<file path="src/rtl/timer_pkg.sv">
package timer_pkg;
  typedef enum logic [1:0] {
    SEL_LO   = 2'd0,
    SEL_HI   = 2'd1,
    SEL_CTRL = 2'd2,
    SEL_NONE = 2'd3
  } sel_e;

  localparam int CB_START   = 0;
  localparam int CB_ONESHOT = 1;
  localparam int CB_SRC     = 2;
  localparam int CB_FORCE   = 4;

  typedef struct packed {
    logic src;
    logic oneshot;
    logic start;
  } ctrl_t;
endpackage

</file>
<file path="src/rtl/timer_regs.sv">
module timer_regs
  import timer_pkg::*;
#(
  parameter int CNT_W = 16,
  localparam int BUS_W = CNT_W / 2
) (
  input  logic             clk,
  input  logic             rst,
  input  logic             wr_en,
  input  logic [1:0]       wr_sel,
  input  logic [BUS_W-1:0] wr_data,
  input  logic             uf_evt,
  output logic [CNT_W-1:0] latch_q,
  output ctrl_t            ctrl_q,
  output logic             force_q,
  output logic             hi_load,
  output logic [CNT_W-1:0] load_val
);
  logic  wr_lo, wr_hi, wr_ctrl;
  ctrl_t ctrl_nxt;

  assign wr_lo   = wr_en && (wr_sel == SEL_LO);
  assign wr_hi   = wr_en && (wr_sel == SEL_HI);
  assign wr_ctrl = wr_en && (wr_sel == SEL_CTRL);

  // high write while stopped copies the fresh latch straight into the counter
  assign hi_load  = wr_hi && !ctrl_q.start;
  assign load_val = {wr_data, latch_q[BUS_W-1:0]};

  always_comb begin
    ctrl_nxt = ctrl_q;
    if (wr_ctrl) begin
      ctrl_nxt.start   = wr_data[CB_START];
      ctrl_nxt.oneshot = wr_data[CB_ONESHOT];
      ctrl_nxt.src     = wr_data[CB_SRC];
    end
    if (uf_evt && ctrl_nxt.oneshot) ctrl_nxt.start = 1'b0;
  end

  always_ff @(posedge clk) begin
    if (rst) begin
      latch_q <= '1;
      ctrl_q  <= '0;
      force_q <= 1'b0;
    end else begin
      if (wr_lo) latch_q[BUS_W-1:0]     <= wr_data;
      if (wr_hi) latch_q[CNT_W-1:BUS_W] <= wr_data;
      ctrl_q  <= ctrl_nxt;
      force_q <= wr_ctrl && wr_data[CB_FORCE];
    end
  end
endmodule

</file>
<file path="src/rtl/timer_pipe.sv">
module timer_pipe (
  input  logic clk,
  input  logic rst,
  input  logic run,
  input  logic src_ext,
  input  logic ext_cnt,
  input  logic drop,
  output logic pend
);
  logic evt;

  assign evt = run && (src_ext ? ext_cnt : 1'b1);

  always_ff @(posedge clk) begin
    if (rst) pend <= 1'b0;
    else     pend <= drop ? 1'b0 : evt;
  end
endmodule

</file>
<file path="src/rtl/timer_core.sv">
module timer_core #(
  parameter int CNT_W = 16
) (
  input  logic             clk,
  input  logic             rst,
  input  logic             pend,
  input  logic             force_q,
  input  logic             hi_load,
  input  logic [CNT_W-1:0] load_val,
  input  logic [CNT_W-1:0] latch_q,
  input  logic             irq_ack,
  output logic             uf_evt,
  output logic [CNT_W-1:0] cnt_q,
  output logic             uf_q,
  output logic             irq_q
);
  assign uf_evt = pend && (cnt_q[CNT_W-1:1] == '0);

  always_ff @(posedge clk) begin
    if (rst) begin
      cnt_q <= '1;
      uf_q  <= 1'b0;
      irq_q <= 1'b0;
    end else begin
      if (force_q || uf_evt) cnt_q <= latch_q;
      else if (hi_load)      cnt_q <= load_val;
      else if (pend)         cnt_q <= cnt_q - 1'b1;
      uf_q <= uf_evt;
      if (uf_evt)       irq_q <= 1'b1;
      else if (irq_ack) irq_q <= 1'b0;
    end
  end
endmodule

</file>
<file path="src/rtl/reload_timer.sv">
module reload_timer
  import timer_pkg::*;
#(
  parameter int CNT_W = 16,
  localparam int BUS_W = CNT_W / 2
) (
  input  logic             clk,
  input  logic             rst,
  input  logic             wr_en,
  input  logic [1:0]       wr_sel,
  input  logic [BUS_W-1:0] wr_data,
  input  logic             ext_cnt,
  input  logic             irq_ack,
  output logic [CNT_W-1:0] cnt_out,
  output logic [BUS_W-1:0] ctrl_rd,
  output logic             underflow,
  output logic             irq_flag
);
  logic [CNT_W-1:0] latch_q, load_val;
  ctrl_t            ctrl_q;
  logic             force_q, hi_load, uf_evt, pend;
  logic             run_w, oneshot_w;

  assign run_w     = ctrl_q.start;
  assign oneshot_w = ctrl_q.oneshot;

  timer_regs #(.CNT_W(CNT_W)) u_regs (
    .clk(clk), .rst(rst), .wr_en(wr_en), .wr_sel(wr_sel), .wr_data(wr_data),
    .uf_evt(uf_evt), .latch_q(latch_q), .ctrl_q(ctrl_q), .force_q(force_q),
    .hi_load(hi_load), .load_val(load_val)
  );

  timer_pipe u_pipe (
    .clk(clk), .rst(rst), .run(ctrl_q.start), .src_ext(ctrl_q.src),
    .ext_cnt(ext_cnt), .drop(uf_evt), .pend(pend)
  );

  timer_core #(.CNT_W(CNT_W)) u_core (
    .clk(clk), .rst(rst), .pend(pend), .force_q(force_q), .hi_load(hi_load),
    .load_val(load_val), .latch_q(latch_q), .irq_ack(irq_ack),
    .uf_evt(uf_evt), .cnt_q(cnt_out), .uf_q(underflow), .irq_q(irq_flag)
  );

  always_comb begin
    ctrl_rd = '0;
    ctrl_rd[CB_START]   = ctrl_q.start;
    ctrl_rd[CB_ONESHOT] = ctrl_q.oneshot;
    ctrl_rd[CB_SRC]     = ctrl_q.src;
  end
endmodule

</file>
<file path="config.mk">
export PLATFORM = sky130hd
export DESIGN_NAME = reload_timer
export DESIGN_NICKNAME = d
export VERILOG_FILES = /design/src/rtl/timer_pkg.sv /design/src/rtl/timer_regs.sv /design/src/rtl/timer_pipe.sv /design/src/rtl/timer_core.sv /design/src/rtl/reload_timer.sv
export SDC_FILE = /design/constraint.sdc
export NUM_CORES = 1
export LEC_CHECK = 0
export ABC_CLOCK_PERIOD_IN_PS = 5220
export BUFFER_PORTS_ARGS = -buffer_cell sky130_fd_sc_hd__buf_2
export CAP_MARGIN = 20
export CORE_ASPECT_RATIO = 0.75
export CORE_UTILIZATION = 35
export CTS_CLUSTER_DIAMETER = 60
export CTS_CLUSTER_SIZE = 8
export DETAILED_ROUTE_END_ITERATION = 8
export PLACE_DENSITY_LB_ADDON = 0.12
export SLEW_MARGIN = 20
export SYNTH_ARGS = -nofsm -noshare
export SYNTH_HDL_FRONTEND = slang
export SYNTH_SLANG_ARGS = --single-unit
</file>
<file path="constraint.sdc">
create_clock -name clk -period 5.22 [get_ports clk]
set_input_delay 0.783 -clock clk [delete_from_list [all_inputs] [get_ports clk]]
set_output_delay 0.783 -clock clk [all_outputs]
set_load 0.005 [all_outputs]
</file>
Word-level counts from Yosys, hierarchy flattened:

Cells that the tools add are included.

* $add $sub $neg: 1
* equal/unequal tests: 2
* mux-type cells: 7
* reductions and logical operators: 16

Operators by type and width (count)
* 16-bit 2-to-1 mux: 3
* 16-bit by 1-bit subtractor with 16-bit output (second input constant): 1
* 15-bit logical NOT: 1
* 1-bit logical AND: 8
* 2-bit OR reduction: 2
* 1-bit 2-to-1 mux: 3
* 3-bit nonzero test: 1
* 2-bit by 1-bit equality test with 1-bit output (second input constant): 1
* 2-bit equality test (second input constant): 1
* 2-bit logical NOT: 1
* 2-bit 2-to-1 mux: 1
* 2-bit nonzero test: 1
* 1-bit logical NOT: 1
* 1-bit logical OR: 1

* bits in registers: 39
* input port bits: 15
* output and inout port bits: 26

Logic depth before layout (Yosys ltp):

* depth after elaboration: 5
* gate-level depth with buffers: 7
* gate-level depth less buffers: 7

By module:

A second synthesis with hierarchy kept.

* cells, all modules: 250
* area total of the unflattened synthesis: 2262.2 µm²

By module, submodules not included
* timer_core: times used 1, cells an instance 149, area each 1290.0 µm², seq. area each 360.3 µm²
* timer_regs: times used 1, cells an instance 92, area each 882.1 µm², seq. area each 400.4 µm²
* timer_pipe: times used 1, cells an instance 3, area each 48.8 µm², seq. area each 20.0 µm²
* reload_timer: times used 1, cells an instance 6, area each 41.3 µm², seq. area each 0.0 µm²

Worst setup path after synthesis:

No wires, ideal clock.

* path kind: input to register
* start point: input wr_sel[0]
* end point: register u_core.cnt_q[6]
* setup time: 120 ps
* arrival time: 2012 ps
* slack: 3088 ps
* stages: 6
* buffers on the path: 1
* cell sequence: nor4bb_1 -> nor2_1 -> nand2_1 -> buf_4 -> nor2_1 -> a211o_1

* cells in the longest elaborated chain, start to end: 5

RTL lines
* start, declared: line reload_timer.sv:10 `input logic [1:0] wr_sel,`
* 2-bit by 1-bit equality test with 1-bit output (*): line timer_regs.sv:23 `assign wr_hi = wr_en && (wr_sel == SEL_HI);`
* 1-bit logical AND (*): line timer_regs.sv:23
* 1-bit logical AND (*): line timer_regs.sv:27 `assign hi_load = wr_hi && !ctrl_q.start;`
* 16-bit 2-to-1 mux: line timer_core.sv:26 `else if (hi_load) cnt_q <= load_val;`
* 16-bit 2-to-1 mux: line timer_core.sv:25 `if (force_q || uf_evt) cnt_q <= latch_q;`
* end signal, assigned: line timer_core.sv:25
* end signal, assigned: line timer_core.sv:26
* end signal, assigned: line timer_core.sv:27 `else if (pend) cnt_q <= cnt_q - 1'b1;`
* end, declared: line timer_core.sv:13 `output logic [CNT_W-1:0] cnt_q,`

Mark *: on every way between the ends. The rest lies on a longest branch, timed or not.
A chain may end at the register's enable or synchronous reset.

Worst setup path in the final report:

* start point: input wr_sel[1]
* end point: register u_core.cnt_q[8]

Same word-level chain as after synthesis.

==> impl_metrics.json <==
{
  "fillers": 571,
  "min_to": "u_core.cnt_q[7]",
  "clkTransAtPathRegs_ps": 70,
  "setup_violations": 0,
  "cts_buffer_depth": 2,
  "yosys_warnings": 0,
  "synthAdderAreaFrac_pct": 0.6238,
  "cts_tree": "built",
  "drc": 0,
  "clk_latency_ps": 290,
  "synth.yosys.seq_area_share_pct": 38.93,
  "syn_area_um2": 2006,
  "die_area_um2": 6041,
  "vias_per_cell": 5.075,
  "detail-route-antenna-nets": 0,
  "finClkSkew_ps": 2.849,
  "irDropWorstVdd_uv": 137.7,
  "dpl.hpwl_um": 3636,
  "synth_seq_cells": 39,
  "cts_buffers": 5,
  "cts_resized": 0,
  "synth_edf_count": 0,
  "startpoint_type": "input port",
  "path_class": "input port to flip-flop",
  "path_cells": "buf_2 -> nand4bb_1 -> a21oi_1 -> nand2_1 -> a211oi_1 -> a211oi_1",
  "synth_flop_cell": "dfxtp_1",
  "synth_compound_gate_area_share_pct": 13.85,
  "worstPathRequired_ps": 5360,
  "grt_pass1_vias": 1533,
  "io_buffer_count": 35,
  "crit_top_cell": "a211oi_1",
  "whs_ps": 470.4,
  "timing_max_transition_violations_final": 0,
  "timing.fmax_ghz": 0.3931,
  "yosys-top-cells-area": "dfxtp_1 (39%), a211o_1 (8.3%), nor2_1 (5.4%)",
  "die_y_um": 67.56,
  "totalWireLength_um": 5126,
  "end_kind": "flip-flop",
  "outcome": "complete, no violations",
  "yosysTopAreaCellShare_pct": 38.93,
  "gr-total-overflow": 0,
  "drt_iter0_drc": 129,
  "holdPathStages": 1,
  "synth_xor_area_share_pct": 5.240,
  "final_util_pct": 41.85,
  "row_count": 23,
  "drt_pass1_iterations": 4,
  "power_density_nw_per_um2": 262.2,
  "cts_hold_buffers": 0,
  "wl_per_cell_um": 15.35,
  "fin_crit_sh_pct": 48.73,
  "root_buffer": "clkbuf_8",
  "gp_congestion": 0.7888,
  "area_growth_pct": 13.47,
  "fin_crit_ps": 2544,
  "r2r_start": "u_core.cnt_q[7]",
  "ioPinCount": 41,
  "grt.total_usage_pct": 19.14,
  "hp-start": "u_regs.latch_q[7]",
  "cp.arrival_ps": 2680,
  "fin_tns_setup_ps": 0,
  "cts_setup_buffers": 0,
  "cpMaxStageDelayCell": "a21oi_1",
  "start_util_pct": 36.88,
  "power_leakage_nw": 0.8850,
  "fin_nets": 275,
  "synthCells": 231,
  "num_vias": 1695,
  "max-slew-margin-rel_pct": 33.73,
  "cts.htree.levels": 2,
  "cp_max_fo": 17,
  "grt_max_degree": 35,
  "hold_violations": 0,
  "reg2regPathDepth": 5,
  "rsz0062_at_grt": "no",
  "antenna_cells": 0,
  "grt_pass1_wl_um": 8314,
  "async_reset_ff_share_pct": 0,
  "layout-drive-gt1-share_pct": 19.31,
  "worst_path_largest_cell_delay_ps": 730,
  "timing.rr.end": "u_core.cnt_q[1]",
  "synth_top_family_by_area": "simple AND/OR/NAND/NOR gates",
  "maxCapViolCount": 0,
  "syn_avg_cell_area_um2": 8.683,
  "p_total_mw": 0.5969,
  "core_area_um2": 5439,
  "yosys-mux-area-fraction_pct": 2.994,
  "antenna_found_initial": 0,
  "fp.dieW_um": 89.41,
  "tightest_slew_ps": 980.6,
  "synth.distinct_cells": 42,
  "synth-simple-area-share_pct": 32.38,
  "synth_top_area_cell": "dfxtp_1",
  "hp-class": "flip-flop to flip-flop",
  "worst-r2r-setup-slack_ps": 2930,
  "cts.sinks": 39
}
==> registers in the layout (all words and copies together) (netlist names) <==
name            count
u_core.cnt_q       16
u_regs.latch_q     16
u_regs.ctrl_q       3
u_core.irq_q        1
u_core.uf_q         1
u_pipe.pend         1
u_regs.force_q      1
==> layout make-up <==
class,instances,area [µm²],share of cell area (%)
clock buffer,6,82.58,3.628
clock inverter,1,5.005,0.2199
inverter,2,7.507,0.3299
multi-input combinational,175,1124,49.37
sequential,39,780.7,34.30
tap,75,93.84,4.123
timing repair buffer,36,182.7,8.026
==> worst max-delay path by stage <==
stage / slack, ps / end / startpoint / cells after the start
floorplan: 3090 / u_core.cnt_q[6] / wr_sel[0] / 6
global placement: 2400 / u_core.cnt_q[8] / wr_sel[1] / 6
detailed placement: 2400 / u_core.cnt_q[8] / wr_sel[1] / 6
CTS: 2710 / u_core.cnt_q[8] / wr_sel[1] / 6
global route: 2410 / u_core.cnt_q[8] / wr_sel[1] / 6
finish: 2680 / u_core.cnt_q[8] / wr_sel[1] / 6
==> through the flow <==
step / setup WS (ps) / std cells / area, µm²
after floorplan: 3088 / 235 / 2021
after global placement: 2404 / 327 / 2188
after detailed placement: 2400 / 327 / 2188
after CTS: 2706 / 334 / 2276
after global routing: 2414 / 334 / 2276
final: 2676 / 334 / 2276
==> logic make-up (layout without fill, tap and decap cells) <==
group,after synthesis,count (layout)
mux,6,6
other cells,1,5
simple gates,115,115
flops,39,39
buf+inv,21,45
fa+ha+maj,1,1
xor+xnor,12,12
compound gates,36,36
==> cells in the mapped netlist, types with 6 or more instances <==
cell type,instances
dfxtp_1,39
nor2_1,29
nand2_1,27
a211o_1,19
nand3b_1,11
clkbuf_1,10
nor2b_1,9
buf_4,8
a31oi_1,6
mux2i_1,6
xnor2_1,6
xor2_1,6
==> critical path: cells and delay by family <==
kind / cells / cell delay [ps]
AND/OR/NAND/NOR: 2 / 730
buffers and inverters: 1 / 130
AO/OA/AOI/OAI: 3 / 1040
==> routing by layer <==
layer  up-vias  routed length, µm  track usage (%)
li1        864                  -                -
met1       778               2916            30.89
met2        48               1893            24.24
met3         5                250            3.545
met4         0                 65            6.548
met5         -                  0                0
==> layout by cell type (no fill, tap or decap), types with 4 or more instances in the layout <==
cell type  synthesis  layout
nor2_1            29      29
buf_2              0      35
nor3_1             4       4
nor2b_1            9       9
dfxtp_1           39      39
xnor2_1            6       6
mux2i_1            6       6
xor2_1             6       6
nor4_1             4       4
nand2_1           27      27
nand3b_1          11      11
a211o_1           19      19
clkbuf_8           0       6
a31oi_1            6       6
conb_1             1       5
==> power breakdown <==
group,internal [mW],switching (mW),leakage [nW]
clock,0.104,0.103,0.0470
sequential,0.310,0.0148,0.319
combinational,0.0294,0.0356,0.519
total,0.443,0.154,0.885
No activity file was read; power rests on OpenSTA's default activity.
